--- src/rtl/dma_arb_pkg.sv ---
package dma_arb_pkg;

  typedef enum logic [1:0] {
    SVC_SINGLE = 2'd0,
    SVC_BLOCK  = 2'd1,
    SVC_DEMAND = 2'd2,
    SVC_SPARE  = 2'd3
  } svc_mode_e;

  typedef enum logic [1:0] {
    ST_IDLE,
    ST_HOLD_REQ,
    ST_SERVE,
    ST_RELEASE
  } arb_state_e;

  // A byte closes the service when the mode is single-shot or an end flag is up.
  function automatic logic byte_is_last(svc_mode_e m, logic tc, logic eop);
    return ((m != SVC_BLOCK) && (m != SVC_DEMAND)) || tc || eop;
  endfunction

  // Demand service lapses as soon as the peripheral withdraws its request.
  function automatic logic demand_lapsed(svc_mode_e m, logic req);
    return (m == SVC_DEMAND) && !req;
  endfunction

endpackage

--- src/rtl/dma_prio_pick.sv ---
module dma_prio_pick #(
  parameter int NCH = 4,
  localparam int IW = (NCH > 1) ? $clog2(NCH) : 1
) (
  input  logic [NCH-1:0] pend,
  output logic           any,
  output logic [IW-1:0]  idx
);

  logic [NCH:0]   seen;
  logic [NCH-1:0] sel;

  assign seen[0] = 1'b0;

  for (genvar i = 0; i < NCH; i++) begin : g_chain
    assign sel[i]      = pend[i] & ~seen[i];
    assign seen[i + 1] = seen[i] | pend[i];
  end

  assign any = seen[NCH];

  always_comb begin
    idx = '0;
    for (int i = 0; i < NCH; i++) begin
      if (sel[i]) idx = idx | IW'(i);
    end
  end

endmodule

--- src/rtl/dma_arb_ctrl.sv ---
module dma_arb_ctrl
  import dma_arb_pkg::*;
#(
  parameter int NCH = 4,
  localparam int IW = (NCH > 1) ? $clog2(NCH) : 1
) (
  input  logic          clk,
  input  logic          rst_n,
  input  logic          pend_any,
  input  logic [IW-1:0] pick_idx,
  input  logic          hlda,
  input  logic          req_win,
  input  svc_mode_e     mode_win,
  input  logic          tc,
  input  logic          eop_ext,
  output logic [IW-1:0] chan,
  output logic          hrq,
  output logic          grant_on,
  output logic          xfer_stb,
  output logic          xfer_done
);

  arb_state_e state, state_nx;
  logic       lapsed;

  assign grant_on  = (state == ST_SERVE) && hlda;
  assign lapsed    = demand_lapsed(mode_win, req_win);
  assign xfer_stb  = grant_on && !lapsed;
  assign xfer_done = grant_on && (lapsed || byte_is_last(mode_win, tc, eop_ext));
  assign hrq       = (state == ST_HOLD_REQ) || (state == ST_SERVE);

  always_comb begin
    state_nx = state;
    unique case (state)
      ST_IDLE:     if (pend_any) state_nx = ST_HOLD_REQ;
      ST_HOLD_REQ: begin
        if (!pend_any)  state_nx = ST_RELEASE;
        else if (hlda)  state_nx = ST_SERVE;
      end
      ST_SERVE: begin
        if (!hlda)          state_nx = ST_HOLD_REQ;
        else if (xfer_done) state_nx = ST_RELEASE;
      end
      ST_RELEASE:  if (!hlda) state_nx = ST_IDLE;
      default:     state_nx = ST_IDLE;
    endcase
  end

  always_ff @(posedge clk or negedge rst_n) begin
    if (!rst_n) begin
      state <= ST_IDLE;
      chan  <= '0;
    end else begin
      state <= state_nx;
      if (state == ST_HOLD_REQ && pend_any && hlda) chan <= pick_idx;
    end
  end

endmodule

--- src/rtl/dma_ack_drive.sv ---
module dma_ack_drive #(
  parameter int NCH = 4,
  localparam int IW = (NCH > 1) ? $clog2(NCH) : 1
) (
  input  logic           grant_on,
  input  logic [IW-1:0]  chan,
  output logic [NCH-1:0] dack_n
);

  for (genvar i = 0; i < NCH; i++) begin : g_ack
    assign dack_n[i] = ~(grant_on && (chan == IW'(i)));
  end

endmodule

--- src/rtl/dma_req_arbiter.sv ---
module dma_req_arbiter
  import dma_arb_pkg::*;
#(
  parameter int NCH = 4,
  localparam int IW = (NCH > 1) ? $clog2(NCH) : 1,
  localparam int MW = 2 * NCH
) (
  input  logic           clk,
  input  logic           rst_n,
  input  logic [NCH-1:0] dreq,
  input  logic [NCH-1:0] chan_mask,
  input  logic [MW-1:0]  chan_mode,
  input  logic           hlda,
  input  logic           tc,
  input  logic           eop_ext,
  output logic           hrq,
  output logic [NCH-1:0] dack_n,
  output logic           xfer_stb,
  output logic [IW-1:0]  xfer_chan
);

  logic [NCH-1:0] pend;
  logic           pend_any;
  logic [IW-1:0]  pick_idx;
  logic [IW-1:0]  chan;
  logic           grant_on;
  logic           xfer_done;
  logic           req_win;
  svc_mode_e      mode_win;

  assign pend      = dreq & ~chan_mask;
  assign req_win   = dreq[chan];
  assign mode_win  = svc_mode_e'(chan_mode[2*chan +: 2]);
  assign xfer_chan = chan;

  dma_prio_pick #(.NCH(NCH)) u_pick (
    .pend (pend),
    .any  (pend_any),
    .idx  (pick_idx)
  );

  dma_arb_ctrl #(.NCH(NCH)) u_ctrl (
    .clk       (clk),
    .rst_n     (rst_n),
    .pend_any  (pend_any),
    .pick_idx  (pick_idx),
    .hlda      (hlda),
    .req_win   (req_win),
    .mode_win  (mode_win),
    .tc        (tc),
    .eop_ext   (eop_ext),
    .chan      (chan),
    .hrq       (hrq),
    .grant_on  (grant_on),
    .xfer_stb  (xfer_stb),
    .xfer_done (xfer_done)
  );

  dma_ack_drive #(.NCH(NCH)) u_ack (
    .grant_on (grant_on),
    .chan     (chan),
    .dack_n   (dack_n)
  );

endmodule

--- config.mk ---
export PLATFORM = sky130hd
export DESIGN_NAME = dma_req_arbiter
export DESIGN_NICKNAME = d
export VERILOG_FILES = /design/src/rtl/dma_arb_pkg.sv /design/src/rtl/dma_prio_pick.sv /design/src/rtl/dma_arb_ctrl.sv /design/src/rtl/dma_ack_drive.sv /design/src/rtl/dma_req_arbiter.sv
export SDC_FILE = /design/constraint.sdc
export NUM_CORES = 1
export LEC_CHECK = 0
export ABC_AREA = 0
export BUFFER_PORTS_ARGS = -buffer_cell sky130_fd_sc_hd__buf_2
export CAP_MARGIN = 10
export CELL_PAD_IN_SITES_DETAIL_PLACEMENT = 1
export CELL_PAD_IN_SITES_GLOBAL_PLACEMENT = 1
export CORE_MARGIN = 2
export CORE_UTILIZATION = 29
export CTS_BUF_LIST = sky130_fd_sc_hd__clkbuf_4 sky130_fd_sc_hd__clkbuf_8
export CTS_CLUSTER_DIAMETER = 30
export DETAILED_ROUTE_END_ITERATION = 12
export PLACE_DENSITY = 0.89
export RECOVER_POWER = 100
export SYNTH_ARGS = -nofsm -noshare
export SYNTH_HDL_FRONTEND = slang
export SYNTH_SLANG_ARGS = --single-unit
--- constraint.sdc ---
create_clock -name clk -period 2.1 [get_ports clk]
set_input_delay 0.42 -clock clk [delete_from_list [all_inputs] [get_ports clk]]
set_output_delay 0.42 -clock clk [all_outputs]
set_load 0.05 [all_outputs]
==> qor.txt <==
Outcome = finished, violations left
Failing checks = setup timing
Worst-path cell chain = mux4_2, ha_4, nand2b_4, nor2b_4, buf_6
FP Rows = 15
CP Data Required Time = 1.68 ns
Routability cong. = 0.652
I/O Buffers = 28
Final worst path period share = 102%
Reg2reg setup slack = 0.15 ns
Setup skew after layout = 0.00430 ns
Syn-to-layout area delta = 51.1%
First-pass GRT wire length = 2300 µm
Worst-Skew Late Latency = 0.24 ns
Initial antenna violation count = 0
DRT Pass-1 Iters = 2
Netlist cell types = 31
Top cells by area, synth = dfrtp_1, ha_1, mux4_1
Dpl cell area = 682 µm²
Max Transition Viols Final = 0
DP HPWL = 1290 µm
Total power = 1.06 mW
P_leak = 0.351 nW
CP max FO = 3
RSZ-0062 raised after global routing = yes
Ant. Diodes = 0
WL/cell = 14.5 µm
Final setup violation count = 1
CTS Buf Count = 3
Die H = 46.0 µm
CTS sink count = 4
Syn_area_per_cell = 10.0 µm²
Core footprint = 1690 µm²
Worst-path clk slew = 0.04 ns
Actual slew at the worst max-slew pin = 0.615 ns
Total GRT Usage = 15.4%
Area share of the largest cell type after synthesis = 19.6%
Largest net degree at the start of global routing = 8
Final worst slack = -0.0411 ns
DR vias/cell = 5.14
CTS tree = done
Synthesized instance count = 51
Clock Path Buffers = 2
Mapped Area = 512 µm²
H-tree depth = 1
Critical Setup Path Class = reg2out
Nets = 115
Worst r2r src = u_ctrl.chan[0]
DR vias = 540
Max frequency = 467 MHz
Worst min-delay path class = in2async
Mapped Nets = 77
Routed WL = 1520 µm
Initial Utilization = 30.3%
CP max stage delay = 0.55 ns
Slew margin rel. = 59.2%
Post-synthesis register bit count = 4
Final hold vios = 0
Initial DRC count = 2
MaxCap Viol Count = 0
Slowest CP cell = mux4_2
Type of origin of the critical path = flop
Clock Tree Root = clkbuf_4
Crit path DAT = 1.72 ns
WP buf/inv = 1
Final core utilization = 45.8%
Final hold slack = 0.541 ns
Worst reg2reg endpoint = u_ctrl.state[0]
Cell family with most CP delay = multiplexers
Post-synthesis sequential area ratio = 19.6%
Die W = 46.0 µm
Congestion Overflow GR = 0
Ports = 29
Yosys warns = 0
Antenna Violating Nets Remaining = 0
R2R cell count = 7
Vias in the first global route = 584
Die area = 2120 µm²
Cell accounting for the most synthesized area = dfrtp_1
Pwr dens = 1370 nW/µm²
Number of remaining DRC errors = 0
Final Cell Area = 773 µm²
CP endpoint kind = primary output
Ratio of cells with drive above 1 in the final layout = 58.0%
Peak supply drop = 0.409 mV
# fillers = 205
Tmin final = 2.14 ns
==> how the worst max path moves through the flow <==
| stage | start | slack, ns | endpoint | cells after the start |
|---|---|---|---|---|
| after CTS | u_ctrl.chan[0] | -0.07 | xfer_stb | 5 |
| after global placement | chan_mode[7] | 0.05 | xfer_stb | 6 |
| after detailed placement | chan_mode[7] | 0.009 | xfer_stb | 6 |
| after floorplan | u_ctrl.chan[0] | -0.08 | u_ctrl.state[0] | 8 |
| final | u_ctrl.chan[0] | -0.04 | xfer_stb | 5 |
| after global routing | u_ctrl.chan[0] | -0.09 | xfer_stb | 5 |
==> worst reg2reg max path, stage by stage (launching register included) <==
cell,delay (ns)
dfrtp_2,0.40
mux4_2,0.51
inv_2,0.08
ha_4,0.20
nor4_2,0.27
nand2_2,0.09
a21oi_1,0.21
nor3_2,0.06
==> Yosys cell counts <==
library cell  n
buf_6         1
mux2i_1       1
nand2b_4      1
nor3_1        1
nand2b_1      1
mux4_1        2
nand4b_1      1
nor2_1        4
o21ai_0       1
nor2b_1       1
ha_1          5
mux2_2        1
a21oi_1       4
inv_1         3
clkbuf_2      1
o22a_1        1
nand2_1       3
nand4_1       1
a31oi_1       2
dfrtp_1       4
o41ai_1       1
and4_1        1
nand2_2       1
mux4_2        1
nor2b_2       2
nor4_1        1
nor3_2        1
nor2b_4       1
or3_1         1
and2b_1       1
nor4_4        1
==> final cells by class <==
| type | instances | area [µm²] | area share, % |
|---|---|---|---|
| timing repair buffer | 35 | 200 | 25.9 |
| multi-input combinational | 42 | 408 | 52.8 |
| sequential | 4 | 103 | 13.3 |
| inverter | 3 | 11.3 | 1.46 |
| clock buffer | 4 | 30.0 | 3.88 |
| tap | 17 | 21.3 | 2.75 |
==> cells in the final DEF (no fill, tap or decap), types with 2 or more instances in the layout <==
cell type | netlist | layout
a21oi_1 | 4 | 4
a31oi_1 | 2 | 2
buf_2 | 0 | 19
buf_4 | 0 | 5
buf_6 | 1 | 2
clkbuf_1 | 0 | 5
clkbuf_4 | 0 | 5
dfrtp_1 | 4 | 2
dfrtp_2 | 0 | 2
ha_1 | 5 | 3
inv_1 | 3 | 2
mux4_2 | 1 | 3
nand2_1 | 3 | 2
nand2_2 | 1 | 2
nor2_1 | 4 | 4
nor2b_2 | 2 | 2
nor2b_4 | 1 | 2
==> state kept, by name, indices dropped and copies added (netlist names) <==
register	flops
u_ctrl.chan	2
u_ctrl.state	2
==> kinds of logic (layout without fill, tap and decap cells) <==
family	Yosys count	after routing	share of synthesized area (%)
DFF	4	4	19.6
adders and majority gates	5	5	12.2
and+or+nand+nor	23	23	33.3
muxes	5	5	18.8
AOI/OAI and AO/OA	9	9	10.8
buffers and inverters	5	42	5.38
==> power by group <==
part / internal (mW) / leakage [nW] / switching (mW) / total, mW
logic: 0.323 / 0.286 / 0.440 / 0.764
clock network: 0.0846 / 0.0184 / 0.0379 / 0.122
registers: 0.120 / 0.0459 / 0.0544 / 0.174
==> metal layers <==
layer	GRT usage (%)	up-vias	part of all wire [%]
met5	0	-	0
met4	6.86	0	0
met3	1.19	0	5.5
met2	32.8	17	58
met1	13.8	261	36
li1	-	262	-
==> stage by stage <==
step                      instances  TNS (ns)  worst slack (ns)
after floorplan                  51    -0.219           -0.0774
after global placement           96         0            0.0508
after detailed placement         96         0           0.00868
after CTS                       102   -0.0676           -0.0676
after global routing            105   -0.0926           -0.0926
final                           105   -0.0411           -0.0411
==> timing repair <==
item	in CTS	in global routing
endpoints found under the hold margin	4	0
hold buffers	1	0
buffers inserted	1	3
setup endpoints to repair	2	2
gates resized for setup	5	4
pin swaps	1	0
No activity file was read; power rests on OpenSTA's default activity.
